**config.mk**
```make
export PLATFORM = sky130hd
export DESIGN_NAME = ide_io_decoder
export DESIGN_NICKNAME = d
export VERILOG_FILES = /design/src/rtl/ide_dec_pkg.sv /design/src/rtl/ide_win_match.sv /design/src/rtl/ide_chan_decode.sv /design/src/rtl/ide_mode_ctl.sv /design/src/rtl/ide_io_decoder.sv
export SDC_FILE = /design/constraint.sdc
export NUM_CORES = 1
export LEC_CHECK = 0
export BUFFER_PORTS_ARGS = -buffer_cell sky130_fd_sc_hd__buf_2
export CAP_MARGIN = 20
export CELL_PAD_IN_SITES_DETAIL_PLACEMENT = 1
export CELL_PAD_IN_SITES_GLOBAL_PLACEMENT = 1
export CORE_MARGIN = 2
export CORE_UTILIZATION = 31
export DETAILED_ROUTE_END_ITERATION = 8
export PLACE_DENSITY_LB_ADDON = 0.3
export SLEW_MARGIN = 20
export SYNTH_ARGS = -nofsm -noshare
export SYNTH_HDL_FRONTEND = slang
export SYNTH_HIERARCHICAL = 1
export SYNTH_SLANG_ARGS = --single-unit
```
**constraint.sdc**
```tcl
create_clock -name clk -period 2.2 [get_ports clk]
set_input_delay 0.44 -clock clk [delete_from_list [all_inputs] [get_ports clk]]
set_output_delay 0.44 -clock clk [all_outputs]
set_load 0.005 [all_outputs]
```
**src/rtl/ide_dec_pkg.sv**
```systemverilog
package ide_dec_pkg;

  localparam int DATA_W = 32;

  typedef enum logic [1:0] {
    SZ_BYTE = 2'd0,
    SZ_HALF = 2'd1,
    SZ_WORD = 2'd2,
    SZ_RSVD = 2'd3
  } acc_size_e;

  typedef enum logic {
    MODE_NATIVE = 1'b0,
    MODE_LEGACY = 1'b1
  } port_mode_e;

  // Byte lanes enabled by an access of the given size, little-endian.
  function automatic logic [DATA_W-1:0] width_mask(acc_size_e sz);
    logic [DATA_W-1:0] m;
    case (sz)
      SZ_BYTE: m = DATA_W'(32'h0000_00FF);
      SZ_HALF: m = DATA_W'(32'h0000_FFFF);
      SZ_WORD: m = DATA_W'(32'hFFFF_FFFF);
      default: m = '0;
    endcase
    return m;
  endfunction

endpackage

```
**src/rtl/ide_win_match.sv**
```systemverilog
module ide_win_match #(
  parameter int ADDR_W  = 16,
  parameter int SPAN_LG = 3
) (
  input  logic [ADDR_W-1:0]  addr,
  input  logic [ADDR_W-1:0]  base,
  input  logic               en,
  output logic               hit,
  output logic [SPAN_LG-1:0] off
);

  // Window is naturally aligned; base bits below the span are ignored.
  always_comb begin
    hit = en && (addr[ADDR_W-1:SPAN_LG] == base[ADDR_W-1:SPAN_LG]);
    off = addr[SPAN_LG-1:0];
  end

endmodule

```
**src/rtl/ide_chan_decode.sv**
```systemverilog
module ide_chan_decode
  import ide_dec_pkg::*;
#(
  parameter int TF_REGS = 8,
  parameter int CMD_LG  = 3,
  parameter int CTL_LG  = 2,
  parameter int CTL_OFF = 2
) (
  input  logic              cmd_hit,
  input  logic              ctl_hit,
  input  logic [CMD_LG-1:0] cmd_off,
  input  logic [CTL_LG-1:0] ctl_off,
  input  acc_size_e         size,
  output logic [TF_REGS-1:0] tf_sel,
  output logic              ctl_sel,
  output logic              claim,
  output logic              reject,
  output logic              wide
);

  always_comb begin
    tf_sel  = '0;
    ctl_sel = 1'b0;
    claim   = 1'b0;
    reject  = 1'b0;
    wide    = 1'b0;
    if (cmd_hit) begin
      claim = 1'b1;
      if (size == SZ_BYTE) begin
        for (int i = 0; i < TF_REGS; i++) begin
          tf_sel[i] = (cmd_off == CMD_LG'(i));
        end
      end else if (cmd_off == '0) begin
        tf_sel[0] = 1'b1;
        wide      = 1'b1;
      end else begin
        reject = 1'b1;
      end
    end else if (ctl_hit) begin
      claim = 1'b1;
      if (size == SZ_BYTE && ctl_off == CTL_LG'(CTL_OFF)) begin
        ctl_sel = 1'b1;
      end else begin
        reject = 1'b1;
      end
    end
  end

endmodule

```
**src/rtl/ide_mode_ctl.sv**
```systemverilog
module ide_mode_ctl
  import ide_dec_pkg::*;
#(
  parameter logic [3:0] NIB_LEGACY = 4'hA,
  parameter logic [3:0] NIB_NATIVE = 4'hF
) (
  input  logic       clk,
  input  logic       rst_n,
  input  logic       pif_we,
  input  logic [7:0] pif_val,
  output port_mode_e mode,
  output logic [7:0] int_pin
);

  port_mode_e mode_q, mode_d;
  logic       mode_en;

  always_comb begin
    mode_d  = mode_q;
    mode_en = 1'b0;
    if (pif_we) begin
      if (pif_val[3:0] == NIB_LEGACY) begin
        mode_d  = MODE_LEGACY;
        mode_en = 1'b1;
      end else if (pif_val[3:0] == NIB_NATIVE) begin
        mode_d  = MODE_NATIVE;
        mode_en = 1'b1;
      end
    end
  end

  always_ff @(posedge clk or negedge rst_n) begin
    if (!rst_n) begin
      mode_q <= MODE_NATIVE;
    end else if (mode_en) begin
      mode_q <= mode_d;
    end
  end

  always_comb begin
    mode    = mode_q;
    int_pin = (mode_q == MODE_LEGACY) ? 8'd0 : 8'd1;
  end

endmodule

```
**src/rtl/ide_io_decoder.sv**
```systemverilog
module ide_io_decoder
  import ide_dec_pkg::*;
#(
  parameter int          ADDR_W      = 16,
  parameter int          TF_REGS     = 8,
  parameter int          CTL_SPAN    = 4,
  parameter int          CTL_OFF     = 2,
  parameter logic [15:0] LEG_CMD_P   = 16'h01F0,
  parameter logic [15:0] LEG_CTL_P   = 16'h03F4,
  parameter logic [15:0] LEG_CMD_S   = 16'h0170,
  parameter logic [15:0] LEG_CTL_S   = 16'h0374
) (
  input  logic               clk,
  input  logic               rst_n,
  input  logic               pif_we,
  input  logic [7:0]         pif_val,
  input  logic [ADDR_W-1:0]  nat_cmd_base_p,
  input  logic [ADDR_W-1:0]  nat_ctl_base_p,
  input  logic [ADDR_W-1:0]  nat_cmd_base_s,
  input  logic [ADDR_W-1:0]  nat_ctl_base_s,
  input  logic [ADDR_W-1:0]  io_addr,
  input  logic [1:0]         io_size,
  input  logic               io_rd,
  input  logic               io_wr,
  input  logic [31:0]        io_wdata,
  input  logic [31:0]        chan_rdata_p,
  input  logic [31:0]        chan_rdata_s,
  output logic               legacy_mode,
  output logic [7:0]         int_pin,
  output logic [TF_REGS-1:0] tf_sel_p,
  output logic [TF_REGS-1:0] tf_sel_s,
  output logic               ctl_sel_p,
  output logic               ctl_sel_s,
  output logic               acc_wr,
  output logic [1:0]         data_width,
  output logic [31:0]        acc_wdata,
  output logic               rd_valid,
  output logic [31:0]        rd_data
);

  localparam int NCH    = 2;
  localparam int CMD_LG = $clog2(TF_REGS);
  localparam int CTL_LG = $clog2(CTL_SPAN);

  // Reset: asserted asynchronously, released on a clock edge.
  logic [1:0] rst_pipe;
  logic       rst_sync_n;

  always_ff @(posedge clk or negedge rst_n) begin
    if (!rst_n) begin
      rst_pipe <= 2'b00;
    end else begin
      rst_pipe <= {rst_pipe[0], 1'b1};
    end
  end
  assign rst_sync_n = rst_pipe[1];

  // Mode register and interrupt-pin value.
  port_mode_e mode;

  ide_mode_ctl u_mode (
    .clk     (clk),
    .rst_n   (rst_sync_n),
    .pif_we  (pif_we),
    .pif_val (pif_val),
    .mode    (mode),
    .int_pin (int_pin)
  );

  assign legacy_mode = (mode == MODE_LEGACY);

  // Per-channel window bases: fixed ports or relocatable inputs.
  logic [ADDR_W-1:0] cmd_base [NCH];
  logic [ADDR_W-1:0] ctl_base [NCH];
  logic [ADDR_W-1:0] nat_cmd  [NCH];
  logic [ADDR_W-1:0] nat_ctl  [NCH];
  logic [ADDR_W-1:0] leg_cmd  [NCH];
  logic [ADDR_W-1:0] leg_ctl  [NCH];

  always_comb begin
    nat_cmd[0] = nat_cmd_base_p;
    nat_cmd[1] = nat_cmd_base_s;
    nat_ctl[0] = nat_ctl_base_p;
    nat_ctl[1] = nat_ctl_base_s;
    leg_cmd[0] = ADDR_W'(LEG_CMD_P);
    leg_cmd[1] = ADDR_W'(LEG_CMD_S);
    leg_ctl[0] = ADDR_W'(LEG_CTL_P);
    leg_ctl[1] = ADDR_W'(LEG_CTL_S);
  end

  acc_size_e          size_in;
  logic               acc_ok;
  logic [TF_REGS-1:0] tf_sel_c [NCH];
  logic [NCH-1:0]     ctl_sel_c;
  logic [NCH-1:0]     claim_c;
  logic [NCH-1:0]     reject_c;
  logic [NCH-1:0]     wide_c;

  assign size_in = acc_size_e'(io_size);
  assign acc_ok  = (io_rd ^ io_wr) && (size_in != SZ_RSVD);

  for (genvar ch = 0; ch < NCH; ch++) begin : g_chan
    logic              cmd_hit;
    logic              ctl_hit;
    logic [CMD_LG-1:0] cmd_off;
    logic [CTL_LG-1:0] ctl_off;

    assign cmd_base[ch] = legacy_mode ? leg_cmd[ch] : nat_cmd[ch];
    assign ctl_base[ch] = legacy_mode ? leg_ctl[ch] : nat_ctl[ch];

    ide_win_match #(.ADDR_W(ADDR_W), .SPAN_LG(CMD_LG)) u_cmd_win (
      .addr (io_addr),
      .base (cmd_base[ch]),
      .en   (acc_ok),
      .hit  (cmd_hit),
      .off  (cmd_off)
    );

    ide_win_match #(.ADDR_W(ADDR_W), .SPAN_LG(CTL_LG)) u_ctl_win (
      .addr (io_addr),
      .base (ctl_base[ch]),
      .en   (acc_ok),
      .hit  (ctl_hit),
      .off  (ctl_off)
    );

    ide_chan_decode #(
      .TF_REGS (TF_REGS),
      .CMD_LG  (CMD_LG),
      .CTL_LG  (CTL_LG),
      .CTL_OFF (CTL_OFF)
    ) u_dec (
      .cmd_hit (cmd_hit),
      .ctl_hit (ctl_hit),
      .cmd_off (cmd_off),
      .ctl_off (ctl_off),
      .size    (size_in),
      .tf_sel  (tf_sel_c[ch]),
      .ctl_sel (ctl_sel_c[ch]),
      .claim   (claim_c[ch]),
      .reject  (reject_c[ch]),
      .wide    (wide_c[ch])
    );
  end

  // Channel arbitration: primary wins on overlapping windows.
  logic [NCH-1:0] won;
  logic           any_claim;
  logic           win_ch;
  logic           win_reject;
  logic           win_wide;

  always_comb begin
    won[0]     = claim_c[0];
    won[1]     = claim_c[1] && !claim_c[0];
    any_claim  = |claim_c;
    win_ch     = !claim_c[0];
    win_reject = won[0] ? reject_c[0] : reject_c[1];
    win_wide   = won[0] ? wide_c[0]   : wide_c[1];
  end

  // Next-state of the output stage.
  logic [TF_REGS-1:0] tf_sel_d [NCH];
  logic [NCH-1:0]     ctl_sel_d;
  logic               acc_wr_d;
  logic [1:0]         width_d;
  logic               rd_valid_d;
  logic               reject_d;
  logic               rd_ch_d;
  acc_size_e          rd_size_d;
  logic               wdata_en;
  logic [31:0]        wdata_d;

  always_comb begin
    for (int ch = 0; ch < NCH; ch++) begin
      tf_sel_d[ch]  = won[ch] ? tf_sel_c[ch]  : '0;
      ctl_sel_d[ch] = won[ch] ? ctl_sel_c[ch] : 1'b0;
    end
    acc_wr_d   = io_wr && any_claim && !win_reject;
    width_d    = (any_claim && win_wide) ? io_size : 2'd0;
    rd_valid_d = io_rd && any_claim;
    reject_d   = any_claim && win_reject;
    rd_ch_d    = win_ch;
    rd_size_d  = size_in;
    wdata_en   = acc_wr_d;
    wdata_d    = io_wdata & width_mask(size_in);
  end

  // Output stage registers.
  logic [TF_REGS-1:0] tf_sel_q [NCH];
  logic [NCH-1:0]     ctl_sel_q;
  logic               acc_wr_q;
  logic [1:0]         width_q;
  logic               rd_valid_q;
  logic               reject_q;
  logic               rd_ch_q;
  acc_size_e          rd_size_q;
  logic [31:0]        wdata_q;

  always_ff @(posedge clk or negedge rst_sync_n) begin
    if (!rst_sync_n) begin
      for (int ch = 0; ch < NCH; ch++) begin
        tf_sel_q[ch] <= '0;
      end
      ctl_sel_q  <= '0;
      acc_wr_q   <= 1'b0;
      width_q    <= 2'd0;
      rd_valid_q <= 1'b0;
      reject_q   <= 1'b0;
      rd_ch_q    <= 1'b0;
      rd_size_q  <= SZ_BYTE;
    end else begin
      for (int ch = 0; ch < NCH; ch++) begin
        tf_sel_q[ch] <= tf_sel_d[ch];
      end
      ctl_sel_q  <= ctl_sel_d;
      acc_wr_q   <= acc_wr_d;
      width_q    <= width_d;
      rd_valid_q <= rd_valid_d;
      reject_q   <= reject_d;
      rd_ch_q    <= rd_ch_d;
      rd_size_q  <= rd_size_d;
    end
  end

  always_ff @(posedge clk or negedge rst_sync_n) begin
    if (!rst_sync_n) begin
      wdata_q <= '0;
    end else if (wdata_en) begin
      wdata_q <= wdata_d;
    end
  end

  // Read return path: channel data or floated all-ones, lane 0 aligned.
  logic [31:0] rd_mask;
  logic [31:0] rd_src;

  always_comb begin
    rd_mask = width_mask(rd_size_q);
    rd_src  = rd_ch_q ? chan_rdata_s : chan_rdata_p;
    if (!rd_valid_q) begin
      rd_data = '0;
    end else if (reject_q) begin
      rd_data = rd_mask;
    end else begin
      rd_data = rd_src & rd_mask;
    end
  end

  assign tf_sel_p   = tf_sel_q[0];
  assign tf_sel_s   = tf_sel_q[1];
  assign ctl_sel_p  = ctl_sel_q[0];
  assign ctl_sel_s  = ctl_sel_q[1];
  assign acc_wr     = acc_wr_q;
  assign data_width = width_q;
  assign acc_wdata  = wdata_q;
  assign rd_valid   = rd_valid_q;

endmodule

```
# Yosys cells after proc, flatten, opt, wreduce, memory -nomap -nowiden

Index checks and enable logic that the tools add are counted.
W data, S select, Z words.

Flip-flop bits (word level): 61

Equal/unequal tests: 19
Multiplexer cells: 46
Bitwise logic cells: 3
Reduce and logical (&&, ||, !) cells: 20

Operators with widths:

| cell                 | number |
|---|---|
| $pmux W32 S3         | 2 |
| $mux W32             | 3 |
| $and A32 B32 Y32     | 2 |
| $mux W16             | 4 |
| $mux W8              | 4 |
| $mux W1              | 31 |
| $eq A14 B14 Y1       | 2 |
| $eq A13 B13 Y1       | 2 |
| $eq A3 B3 Y1 const B | 4 |
| $logic_and A1 B1 Y1  | 12 |
| $eq A4 B4 Y1 const B | 2 |
| $mux W7              | 1 |
| $eq A2 B2 Y1 const B | 3 |
| $eq A3 B2 Y1 const B | 2 |
| $eq A2 B1 Y1 const B | 2 |
| $logic_not A2 Y1     | 2 |
| $eq A3 B1 Y1 const B | 1 |
| $logic_not A3 Y1     | 1 |
| $reduce_and A3 Y1    | 1 |
| $logic_not A1 Y1     | 2 |
| $mux W2              | 1 |
| $ne A2 B2 Y1 const B | 1 |
| $reduce_bool A2 Y1   | 1 |
| $reduce_or A2 Y1     | 1 |
| $xor A1 B1 Y1        | 1 |

# Depth between registers and ports, before layout

Word-level depth: 8
Mapped depth: 12

# Cells and area by module

The synthesis kept the hierarchy.

By module, submodules not included:

| module                                   | times used | cells an instance | area an instance (um2) | sequential area each (um2) |
|---|---|---|---|---|
| ide_io_decoder                           | 1          | 360               | 3589.7                 | 1501.4 |
| ide_win_match at g_chan[0].u_ctl_win ... | 2          | 21                | 173.9                  | 0.0 |
| ide_win_match at g_chan[0].u_cmd_win ... | 2          | 21                | 171.4                  | 0.0 |
| ide_chan_decode                          | 2          | 21                | 126.4                  | 0.0 |
| ide_mode_ctl                             | 1          | 14                | 108.9                  | 25.0 |

# Worst setup path after synthesis

OpenSTA, ideal clock, no wires.

Kind: reg-to-reg
Start: reg u_mode.mode_q (netlist: u_mode/mode)
End: reg wdata_q[0] (netlist: acc_wdata[0])
Setup time: 125 ps
Arrival time: 2914 ps
Setup slack: -839 ps
Cell stages (with the launch flop): 13
Path buffers: 3
Clock period less this slack: 3039 ps
Cells stage by stage: dfrtp_1 clkbuf_1 clkbuf_1 or2_2 xnor2_1 nand4_1 nor4_2 o21ai_0 o32ai_1 and2b_1 o2bb2ai_4 buf_12 mux2_4

RTL lines:

| what                     | line                  | source |
|---|---|---|
| start: declaration       | ide_mode_ctl.sv:15    | `port_mode_e mode_q, mode_d;` |
| start signal: assignment | ide_mode_ctl.sv:36    | `mode_q <= mode_d;` |
| end signal: assignment   | ide_io_decoder.sv:230 | `wdata_q <= wdata_d;` |
| end: declaration         | ide_io_decoder.sv:198 | `logic [31:0] wdata_q;` |

==> results.md <==
- The flow ran to the end, but the final reports show violations.
- The checks that failed: setup timing.
- Tracing the worst setup path back leads to its startpoint at u_mode/mode.
- The total count of hold-check failures in the final report is 0.
- The minimum clock period is 3.01 ns.
- The class of the most critical setup path is reg2reg.
- The placed instances occupy a cell area of 6310 sq um.
- The largest vdd supply drop is 463 uV.
- In this run the remaining antenna-violating nets after routing total 0.
- After the first detailed-routing iteration, the DRC count stood at 164.
- The total of endpoints with negative setup slack in the final report is 56.
- The weighted congestion at the end of routability-driven global placement is 0.825.
- The die height is 126 microns.
- The count of clock tree sinks is 61.
- In the global route stage, met3 resource usage came out at 0.0569.
- met2 is the most crowded layer.
- The pin count of the biggest net entering global routing is 54.
- For met1 alone, demand over resource in global routing was 0.246.
- The net count of the finished layout is 1,011.
- After detailed routing, the number of remaining DRC violations is 0.
- Of the cells placed in the final design, the portion with a size suffix greater than 1 is 0.602.
- The tree is rooted in a sky130_fd_sc_hd__clkbuf_16.
- The launching element type of the critical path is a register.
- The number of top-level design ports is 286.
- The die outline area is 15,800 sq um.
- The area growth from synthesis to layout is 67.3%.
- Leaving out fill and tap cells, the most frequent cell in the layout is sky130_fd_sc_hd__buf_2.
- The detailed-route via count is 4,790.
- The tightest slew margin relative to the limit is 0.584.
- The kind of end point of the critical path is a register.
- The fill cell total of the finished layout is 1,712.
- Hold is met by 0.0973 ns.
- The count of non-filler cells in the finished layout is 1,004.
- Leaving out fill and tap cells, the most frequent cells in the layout are 264 x sky130_fd_sc_hd__buf_2, 59 x sky130_fd_sc_hd__dfrtp_1, 42 x sky130_fd_sc_hd__buf_4.
- The setup TNS is -34.11 ns.
- At the pin with the least slew margin, the transition time is 0.624 ns.
- The number of cells after detailed placement is 947.
- For this run, the total global-route usage over all layers was measured as 0.216.
- The clock reaches the later pin of the worst-skew pair after 0.34 ns.
- Clock-pin slew was measured on the worst setup and hold paths at 0.05 ns.
- After technology mapping, the gate count stands at 490.
- Dividing the detail-routed via count by the number of cells gives 4.77.
- The count of yosys warnings during synthesis is 6.
- Setup repair after global routing could not meet its margin everywhere.
- The overall power of the completed layout is 3.20 mW.
- The largest stage delay on the critical path is 0.43 ns.
- The number of buffers added by the clock tree synthesis step is 9.
- The first-pass GRT wire length is 27,100 microns.
- The worst-case setup margin in the final layout is -0.806 ns.
- The power density over the cells is 417 nW/um^2.
- The core utilization of the finished layout is 0.529.
- The H-tree level count is 3.
- The worst setup skew after layout is 0.00817 ns.
- The maximum clock rate is 0.333 GHz.
- From left edge to right edge, the die measures 126 microns.
- The initial utilization of the core area, before any placement, comes to 0.316.
- Data arrives at the worst endpoint at 3.23 ns.
- Max-cap violations in this run came to 0.
- The number of antenna violations at the first check in global routing is 1.
- The min-delay analysis places its worst path in the category reg2async.
- The clock tree from TritonCTS is yes.
- For this design the static power due to leakage is 3.91 nW.
- The slowest cell on the critical path is sky130_fd_sc_hd__dfrtp_2.
- Grouping stages by cell kind, the critical path spends the most delay in simple AND/OR/NAND/NOR gates.
- The met2 usage is 0.400.
- The number of iterations in the first detailed-routing pass is 4.
- The number of buffers and inverters on the critical path is 3.
- The via count of the first global-routing pass is 5,204.
- The share of the clock period used by the worst path is 1.37.
- The average instance in the mapped netlist occupies 9.35 sq um.
- Traced cell by cell, the critical path runs through buf_12 > buf_16 > or2_4 > xnor2_2 > nand4_1 > nor4_4 > inv_2 > o32ai_2 > and2b_4 > o2bb2ai_4 > mux2_4.
- The count of buffers added on input and output ports is 264.
- The max-slew violation count was 0.
- After detailed routing, the average wire length per cell comes to 18.0 microns.
- After routing the design area is 7660 sq um.
- After legalization and detailed placement, the total HPWL measured 12,100 microns.
- Summing all multi-input logic gate instances after layout gives 3270 sq um.
- After floorplanning, the core was divided into 44 placement rows.
- The reg-to-reg critical path startpoint is u_mode/mode.
- Data on the critical path is required at its endpoint by 2.42 ns.
- The maximum fanout encountered on the critical timing path is 8.
- No sink is reached through more buffers than the 2 on the longest clock path.
- The sequential cell area is 1530 sq um.
- The wire length reported by the detailed router is 18,000 microns.
- OpenSTA, run right after detailed placement, puts the worst setup slack at -0.906 ns.
- The total core area is 14,500 sq um.
- After synthesis the cells add up to 4580 sq um.
- The global-route congestion overflow total is 0.
[what timing repair did]
action,CTS,global route
gates resized for setup,76,58
endpoints found under the hold margin,2,0
buffers inserted,25,22
hold buffers,1,0
setup endpoints to repair,59,58
pin swaps,38,38
gates cloned,7,1
[final timing paths]
check                                end  cells after the start  slack, ns
min                          tf_sel_s[1]                      0        0.1
max                         acc_wdata[4]                     11      -0.81
min in group clk           acc_wdata[19]                      3       0.34
min reg2reg                  tf_sel_s[1]                      0        0.1
max in group asynchronous   acc_wdata[8]                      1       1.57
max reg2reg                 acc_wdata[4]                     11      -0.81
[final cells by class]
cell class                 instances  area share
multi-input combinational        373       0.427
timing repair buffer             346       0.291
sequential                        61       0.200
clock buffer                      11      0.0304
tap                              184      0.0300
inverter                          23      0.0113
clock inverter                     5     0.00980
antenna                            1    0.000327
[flip-flops by register name, indices dropped and copies added, names as in the netlist]
| name | flops |
|---|---|
| ctl_sel_q | 2 |
| u_mode/mode | 1 |
| rd_valid | 1 |
| rd_ch_q | 1 |
| rst_pipe | 2 |
| data_width | 2 |
| tf_sel_s | 8 |
| acc_wr | 1 |
| rd_size_q | 2 |
| tf_sel_p | 8 |
| reject_q | 1 |
| acc_wdata | 32 |
[power breakdown]
part           switching, mW  internal (mW)
combinational          0.265          0.302
sequential           0.00752           1.13
clock                  0.506          0.985
[metal layers]
layer | up-vias | share of wire
met4 | 0 | 0.022
met1 | 2304 | 0.40
li1 | 2256 | -
met3 | 34 | 0.056
met2 | 196 | 0.52
met5 | - | 0
(Power assumes the default switching activity.)
